<file path="config.mk">
export PLATFORM = sky130hd
export DESIGN_NAME = irl_resolver
export DESIGN_NICKNAME = d
export VERILOG_FILES = /design/src/rtl/irl_pkg.sv /design/src/rtl/irl_softint_reg.sv /design/src/rtl/irl_pending_merge.sv /design/src/rtl/irl_priority_pick.sv /design/src/rtl/irl_request_hold.sv /design/src/rtl/irl_resolver.sv
export SDC_FILE = /design/constraint.sdc
export NUM_CORES = 1
export LEC_CHECK = 0
export ABC_AREA = 0
export BUFFER_PORTS_ARGS = -buffer_cell sky130_fd_sc_hd__clkbuf_2
export CAP_MARGIN = 10
export CORE_MARGIN = 5
export CORE_UTILIZATION = 25
export DETAILED_ROUTE_END_ITERATION = 6
export GPL_TIMING_DRIVEN = 0
export PLACE_DENSITY = 0.59
export SLEW_MARGIN = 5
export SYNTH_ARGS = -nofsm -noshare
export SYNTH_HDL_FRONTEND = slang
export SYNTH_SLANG_ARGS = --single-unit
</file>
<file path="constraint.sdc">
create_clock -name clk -period 3 [get_ports clk]
set_input_delay 0.6 -clock clk [delete_from_list [all_inputs] [get_ports clk]]
set_output_delay 0.6 -clock clk [all_outputs]
set_load 0.01 [all_outputs]
</file>
<file path="src/rtl/irl_pkg.sv">
package irl_pkg;
  localparam int unsigned IRL_TT_W    = 9;
  localparam logic [IRL_TT_W-1:0] IRL_TT_BASE = 9'h040;
  localparam int unsigned IRL_LVL_N   = 16;
  localparam int unsigned IRL_SW_W    = 17;
endpackage

</file>
<file path="src/rtl/irl_softint_reg.sv">
module irl_softint_reg #(
  parameter int unsigned SW_W = 17
) (
  input  logic            clk,
  input  logic            rst_n,
  input  logic [SW_W-1:0] set_mask,
  input  logic [SW_W-1:0] clr_mask,
  output logic [SW_W-1:0] sw_q
);
  logic [SW_W-1:0] sw_d;

  always_comb sw_d = (sw_q & ~clr_mask) | set_mask;

  always_ff @(posedge clk or negedge rst_n) begin
    if (!rst_n) sw_q <= '0;
    else        sw_q <= sw_d;
  end
endmodule

</file>
<file path="src/rtl/irl_pending_merge.sv">
module irl_pending_merge #(
  parameter int unsigned LVL_N     = 16,
  parameter int unsigned SW_W      = 17,
  parameter int unsigned TICK_BIT  = 0,
  parameter int unsigned STICK_BIT = 16,
  parameter int unsigned FOLD_LVL  = 14
) (
  input  logic [LVL_N-1:1] ext_lvl,
  input  logic [SW_W-1:0]  sw_q,
  output logic [LVL_N-1:0] pend
);
  logic timer_hit;

  assign timer_hit = sw_q[TICK_BIT] | sw_q[STICK_BIT];
  assign pend[0]   = 1'b0;

  for (genvar g = 1; g < LVL_N; g++) begin : g_lvl
    if (g == FOLD_LVL) begin : g_fold
      assign pend[g] = ext_lvl[g] | sw_q[g] | timer_hit;
    end else begin : g_plain
      assign pend[g] = ext_lvl[g] | sw_q[g];
    end
  end
endmodule

</file>
<file path="src/rtl/irl_priority_pick.sv">
module irl_priority_pick #(
  parameter int unsigned LVL_N = 16,
  parameter int unsigned PIL_W = 4,
  localparam int unsigned LVL_W = $clog2(LVL_N)
) (
  input  logic [LVL_N-1:0] pend,
  input  logic [PIL_W-1:0] pil_lvl,
  output logic             below,
  output logic             win_valid,
  output logic [LVL_W-1:0] win_lvl
);
  logic [LVL_N:0]   thresh;
  logic [LVL_N-1:0] qual;

  always_comb thresh = (LVL_N+1)'(2) << pil_lvl;
  always_comb below  = {1'b0, pend} < thresh;

  for (genvar g = 0; g < LVL_N; g++) begin : g_qual
    assign qual[g] = pend[g] && (g > int'(pil_lvl));
  end

  always_comb begin
    win_valid = 1'b0;
    win_lvl   = '0;
    for (int i = 0; i < LVL_N; i++) begin
      if (qual[i]) begin
        win_valid = 1'b1;
        win_lvl   = LVL_W'(i);
      end
    end
  end
endmodule

</file>
<file path="src/rtl/irl_request_hold.sv">
module irl_request_hold #(
  parameter int unsigned LVL_W = 4,
  parameter int unsigned TL_W  = 3,
  parameter int unsigned TT_W  = 9,
  parameter logic [TT_W-1:0] TT_BASE = 9'h040
) (
  input  logic             clk,
  input  logic             rst_n,
  input  logic             below,
  input  logic             glb_ie,
  input  logic [TL_W-1:0]  trap_lvl,
  input  logic [TT_W-1:0]  cur_tt,
  input  logic [LVL_W-1:0] win_lvl,
  output logic [TT_W-1:0]  new_tt,
  output logic             req_q,
  output logic [TT_W-1:0]  tt_q
);
  logic busy_higher;

  always_comb new_tt      = TT_BASE | TT_W'(win_lvl);
  always_comb busy_higher = (trap_lvl != '0) && (cur_tt > new_tt);

  always_ff @(posedge clk or negedge rst_n) begin
    if (!rst_n) begin
      req_q <= 1'b0;
      tt_q  <= '0;
    end else if (below) begin
      req_q <= 1'b0;
      tt_q  <= '0;
    end else if (glb_ie) begin
      if (!busy_higher && (tt_q != new_tt)) begin
        req_q <= 1'b1;
        tt_q  <= new_tt;
      end
    end else if (req_q) begin
      req_q <= 1'b0;
      tt_q  <= '0;
    end
  end
endmodule

</file>
<file path="src/rtl/irl_resolver.sv">
module irl_resolver
  import irl_pkg::*;
#(
  parameter int unsigned LVL_N     = IRL_LVL_N,
  parameter int unsigned SW_W      = IRL_SW_W,
  parameter int unsigned PIL_W     = 4,
  parameter int unsigned TL_W      = 3,
  parameter int unsigned TT_W      = IRL_TT_W,
  parameter logic [TT_W-1:0] TT_BASE = IRL_TT_BASE,
  parameter int unsigned TICK_BIT  = 0,
  parameter int unsigned STICK_BIT = 16,
  parameter int unsigned FOLD_LVL  = 14
) (
  input  logic             clk,
  input  logic             rst_n,
  input  logic [LVL_N-1:1] ext_lvl,
  input  logic [SW_W-1:0]  sw_set,
  input  logic [SW_W-1:0]  sw_clr,
  input  logic [PIL_W-1:0] pil_lvl,
  input  logic             glb_ie,
  input  logic [TL_W-1:0]  trap_lvl,
  input  logic [TT_W-1:0]  cur_tt,
  output logic             irq_req,
  output logic [TT_W-1:0]  irq_tt
);
  localparam int unsigned LVL_W = $clog2(LVL_N);

  logic [SW_W-1:0]  sw_q;
  logic [LVL_N-1:0] pend_vec;
  logic             below;
  logic             win_valid;
  logic [LVL_W-1:0] win_lvl;
  logic [TT_W-1:0]  new_tt;

  irl_softint_reg #(.SW_W(SW_W)) u_sw (
    .clk(clk), .rst_n(rst_n), .set_mask(sw_set), .clr_mask(sw_clr), .sw_q(sw_q)
  );

  irl_pending_merge #(
    .LVL_N(LVL_N), .SW_W(SW_W), .TICK_BIT(TICK_BIT),
    .STICK_BIT(STICK_BIT), .FOLD_LVL(FOLD_LVL)
  ) u_merge (
    .ext_lvl(ext_lvl), .sw_q(sw_q), .pend(pend_vec)
  );

  irl_priority_pick #(.LVL_N(LVL_N), .PIL_W(PIL_W)) u_pick (
    .pend(pend_vec), .pil_lvl(pil_lvl), .below(below),
    .win_valid(win_valid), .win_lvl(win_lvl)
  );

  irl_request_hold #(
    .LVL_W(LVL_W), .TL_W(TL_W), .TT_W(TT_W), .TT_BASE(TT_BASE)
  ) u_hold (
    .clk(clk), .rst_n(rst_n), .below(below), .glb_ie(glb_ie),
    .trap_lvl(trap_lvl), .cur_tt(cur_tt), .win_lvl(win_lvl),
    .new_tt(new_tt), .req_q(irq_req), .tt_q(irq_tt)
  );
endmodule

</file>
==> impl_results.html <==
<table>
<tr><th>Metric</th><th>Value</th></tr>
<tr><th colspan="2">Placement</th></tr>
<tr><td>IO buf count</td><td>between 70 and 80</td></tr>
<tr><td>Global placement routability congestion</td><td>0.856</td></tr>
<tr><td>Count of placed standard cells including taps</td><td>438</td></tr>
<tr><td>Placed Instance Area</td><td>0.00270 mm2</td></tr>
<tr><td>Post-detailed-placement half-perimeter wirelength</td><td>4790 um</td></tr>
<tr><td>Pre-CTS worst setup slack</td><td>-0.709 ns</td></tr>
<tr><th colspan="2">Logic synthesis</th></tr>
<tr><td>Syn Inst Count</td><td>259</td></tr>
<tr><td>Post-synth top flop</td><td>dfrtp_1</td></tr>
<tr><td>Count of warnings emitted by yosys</td><td>0</td></tr>
<tr><td>EDFF count, synth</td><td>0</td></tr>
<tr><td>Area of the mapped netlist</td><td>between 0.002 and 0.0025 mm2</td></tr>
<tr><td>Share of flip-flops with an asynchronous set or reset</td><td>between 90% and 100%</td></tr>
<tr><td>Synth area leader</td><td>dfrtp_1</td></tr>
<tr><td>Leading post-synthesis cells by cell area</td><td>dfrtp_1 (27%), ha_1 (11%), a21o_1 (7.4%)</td></tr>
<tr><td>Register bit total from synthesis</td><td>23</td></tr>
<tr><td>Area share of the leading cell type in the synthesized netlist</td><td>26.9%</td></tr>
<tr><td>Library cells used by synthesis</td><td>62</td></tr>
<tr><td>Sequential fraction of the synthesis area</td><td>26.9%</td></tr>
<tr><td>Post-synthesis area per instance</td><td>8.25 um2</td></tr>
<tr><th colspan="2">Routing</th></tr>
<tr><td>Final Routed Wirelength</td><td>around 5900 um</td></tr>
<tr><td>Number of detailed-route iterations in the first pass</td><td>4</td></tr>
<tr><td>Violation count after the first detailed-route iteration</td><td>119</td></tr>
<tr><td>Detail-routed via count per cell</td><td>4.84</td></tr>
<tr><td>WL/cell</td><td>13.0 um</td></tr>
<tr><td>Antenna viol nets, final</td><td>0</td></tr>
<tr><td>Vias post-DR</td><td>2197</td></tr>
<tr><td>DRC violation count after routing</td><td>0</td></tr>
<tr><th colspan="2">Global route</th></tr>
<tr><td>Total Routing Usage GR</td><td>between 10% and 20%</td></tr>
<tr><td>Grt met2 use</td><td>18.6%</td></tr>
<tr><td>Pin count of the biggest net entering global routing</td><td>24</td></tr>
<tr><td>Global Route met3 Usage</td><td>under 10%</td></tr>
<tr><td>Vias in the first global route</td><td>around 2100</td></tr>
<tr><td>Busiest grt layer</td><td>met2</td></tr>
<tr><td>Final global-route overflow total</td><td>0</td></tr>
<tr><td>Met1 Track Usage GR</td><td>14.5%</td></tr>
<tr><td>Wire length of the first global-routing pass</td><td>about 9600 um</td></tr>
<tr><td>Antenna violations before repair</td><td>0</td></tr>
<tr><th colspan="2">Setup path</th></tr>
<tr><td>Largest fanout of any net on the critical path</td><td>6</td></tr>
<tr><td>Crit path from</td><td>pil_lvl[3]</td></tr>
<tr><td>Worst r2r src</td><td>u_sw.sw_q[0]</td></tr>
<tr><td>Data arrival at the endpoint of the critical path</td><td>3.34 ns</td></tr>
<tr><td>Crit path capture type</td><td>register</td></tr>
<tr><td>Required @ worst endpoint</td><td>3.22 ns</td></tr>
<tr><td>Startpoint type of the worst setup path</td><td>input port</td></tr>
<tr><td>Worst Path Class, Setup</td><td>in2reg</td></tr>
<tr><th colspan="2">Cells and area</th></tr>
<tr><td>Number of standard cells in the final layout excluding fillers</td><td>454</td></tr>
<tr><td>ANT cells</td><td>0</td></tr>
<tr><td>Area growth from synthesis to layout</td><td>39.5%</td></tr>
<tr><td>Layout cell share with drive strength beyond 1</td><td>about two fifths</td></tr>
<tr><td>Number of nets in the layout</td><td>437</td></tr>
<tr><td>Final standard cell utilization of the core</td><td>36.1%</td></tr>
<tr><td>Layout fillers</td><td>roughly 890</td></tr>
<tr><td>Post-route design area</td><td>0.00298 mm2</td></tr>
<tr><th colspan="2">Timing</th></tr>
<tr><td>Worst-case clock skew</td><td>about 0.0075 ns</td></tr>
<tr><td>Final setup violation count</td><td>5</td></tr>
<tr><td>Fin crit period</td><td>3.13 ns</td></tr>
<tr><td>Post-layout worst setup margin</td><td>-0.127 ns</td></tr>
<tr><td>Final-layout worst hold slack</td><td>about 0.32 ns</td></tr>
<tr><td>Slew at the pin closest to its max-slew limit</td><td>about 0.6 ns</td></tr>
<tr><td>Accumulated negative setup slack</td><td>-0.450 ns</td></tr>
<tr><td>Number of pins with negative max-slew slack in the final report</td><td>0</td></tr>
<tr><td>Unrepaired setup endpoints after global routing</td><td>true</td></tr>
<tr><td>Final clock period utilization by the worst path</td><td>104%</td></tr>
<tr><td>Final Hold Viols</td><td>0</td></tr>
<tr><td>Peak clock frequency supported by timing</td><td>0.320 GHz</td></tr>
<tr><td>Slew headroom</td><td>59.7%</td></tr>
<tr><th colspan="2">Clock network</th></tr>
<tr><td>Clock sinks</td><td>23</td></tr>
<tr><td>Clock Root Buffer</td><td>clkbuf_8</td></tr>
<tr><td>Worst skew pair latency</td><td>0.27 ns</td></tr>
<tr><td>Longest Clk Path Bufs</td><td>2</td></tr>
<tr><td>CTS clock-pin slew for the worst setup and hold paths</td><td>0.09 ns</td></tr>
<tr><td>H-tree depth</td><td>1</td></tr>
<tr><td>Number of clock buffers inserted by TritonCTS</td><td>3</td></tr>
<tr><td>TritonCTS clock tree</td><td>yes</td></tr>
<tr><th colspan="2">Floorplanning</th></tr>
<tr><td>Number of rows in the core area</td><td>33</td></tr>
<tr><td>Die Outline Area</td><td>roughly 0.010 mm2</td></tr>
<tr><td>Vertical die dimension</td><td>102 um</td></tr>
<tr><td>Initial Util</td><td>25.9%</td></tr>
<tr><td>Core region area</td><td>0.00826 mm2</td></tr>
<tr><td>DIE WIDTH</td><td>102 um</td></tr>
<tr><td>IO Pins</td><td>~80</td></tr>
<tr><th colspan="2">Pwr</th></tr>
<tr><td>Switching component of the power</td><td>311 uW</td></tr>
<tr><td>Register share of total power</td><td>40.7%</td></tr>
<tr><td>Post-layout power</td><td>915 uW</td></tr>
<tr><td>Areal power density over the cells</td><td>roughly 310 mW/mm2</td></tr>
<tr><td>Worst vdd rail ir drop</td><td>186 uV</td></tr>
<tr><td>Switching Fraction</td><td>33.9%</td></tr>
<tr><td>Part of the total power dissipated in combinational logic</td><td>37.3%</td></tr>
<tr><td>P_int</td><td>604 uW</td></tr>
<tr><td>Leak</td><td>1.46 nW</td></tr>
<tr><td>Part of the power in the clock network</td><td>roughly 22%</td></tr>
<tr><th colspan="2">Run</th></tr>
<tr><td>Max-cap check violation count</td><td>0</td></tr>
<tr><th colspan="2">Outcome</th></tr>
<tr><td>Failing checks</td><td>setup timing</td></tr>
<tr><td>Outcome</td><td>finished, violations left</td></tr>
<tr><th colspan="2">Worst hold path</th></tr>
<tr><td>Path type of the worst min-delay path</td><td>in2async</td></tr>
</table>
==> area by class of cell <==
type / count / area [um2] / area share [%]
Multi-Input combinational cell: 194 / 1530 / 51.2
Clock buffer: 3 / 41.3 / 1.39
Clock inverter: 1 / 5.00 / 0.168
Tap cell: 105 / 131 / 4.41
Sequential cell: 23 / 576 / 19.3
Inverter: 32 / 120 / 4.03
Timing Repair Buffer: 83 / 458 / 15.4
Buffer: 13 / 124 / 4.16
==> placed cells by master, fill, tap and decap left out, types with 4 or more instances in the layout <==
cell type / instances
a21o_1: 21
and3_1: 4
or2_1: 5
inv_1: 31
nand3_1: 7
ha_1: 18
a21oi_1: 7
nor3_1: 7
o21a_1: 6
conb_1: 4
a21oi_2: 5
clkbuf_2: 71
a211o_1: 4
nor2_1: 11
dfrtp_1: 23
nor2b_1: 6
nand2_1: 19
clkbuf_8: 7
buf_4: 15
o32ai_2: 4
==> cells by family (layout without fill, tap and decap cells) <==
logic type	count (synthesis)	count (layout)	synth area share [%]
compound gates	82	82	29.3
fa+ha+maj	19	19	11.1
xor+xnor	2	2	0.820
buf+inv	45	132	9.08
flops	23	23	26.9
simple gates	86	86	22.0
mux	1	1	0.527
other cells	1	4	0.176
==> state kept, by name, indices dropped and copies added (netlist names) <==
register / count
u_hold.req_q: 1
u_hold.tt_q: 5
u_sw.sw_q: 17
==> critical path: stages <==
cell,delay (ns)
clkbuf_2,0.09
buf_6,0.12
or2_1,0.25
o32a_1,0.32
o21ba_4,0.22
o21bai_4,0.14
a21oi_2,0.09
ha_1,0.32
a21oi_2,0.06
o21ai_2,0.10
a21oi_1,0.06
or3_1,0.31
clkbuf_8,0.16
a211o_1,0.27
o32ai_2,0.10
a41o_1,0.13
==> worst paths after layout <==
path,cells past startpoint,end,slack (ns)
setup / recovery,16,u_hold.tt_q[3],-0.13
hold / removal,1,u_sw.sw_q[11],0.32
setup reg to reg,14,u_hold.tt_q[3],-0.09
hold reg to reg,1,u_sw.sw_q[1],0.48
max in group asynchronous,1,u_sw.sw_q[8],2.29
min in group clk,1,u_sw.sw_q[1],0.48
==> routing by layer <==
| layer | up-vias | part of all wire [%] |
|---|---|---|
| li1 | 1111 | - |
| met1 | 1006 | 45 |
| met2 | 71 | 46 |
| met3 | 9 | 6.4 |
| met4 | 0 | 1.9 |
| met5 | - | 0 |
==> Yosys cell counts, types with 5 or more instances <==
cell / count
nor2_1: 12
nand3_1: 7
dfrtp_1: 23
o32ai_1: 5
nor3_1: 7
o21a_1: 6
nor2b_1: 7
or2_1: 5
a21oi_1: 12
buf_4: 6
ha_1: 19
a21o_1: 21
inv_1: 32
nand2_1: 20
o21ai_0: 5
==> repair_timing <==
action / in CTS / in global routing
setup buffers: 8 / 4
hold buffers: 0 / 0
endpoints found under the setup margin: 6 / 6
pin swaps: 11 / 9
gates resized for setup: 15 / 19
==> power by group through the flow <==
stage / logic (mW) / clock network, mW / registers [mW]
6_report: 0.341 / 0.201 / 0.373
5_1_grt: 0.379 / 0.222 / 0.376
4_1_cts: 0.323 / 0.213 / 0.371
3_5_place_dp: 0.297 / 0 / 0.378
3_3_place_gp: 0.293 / 0 / 0.376
2_1_floorplan: 0.184 / 0 / 0.377
(Power assumes the default switching activity.)
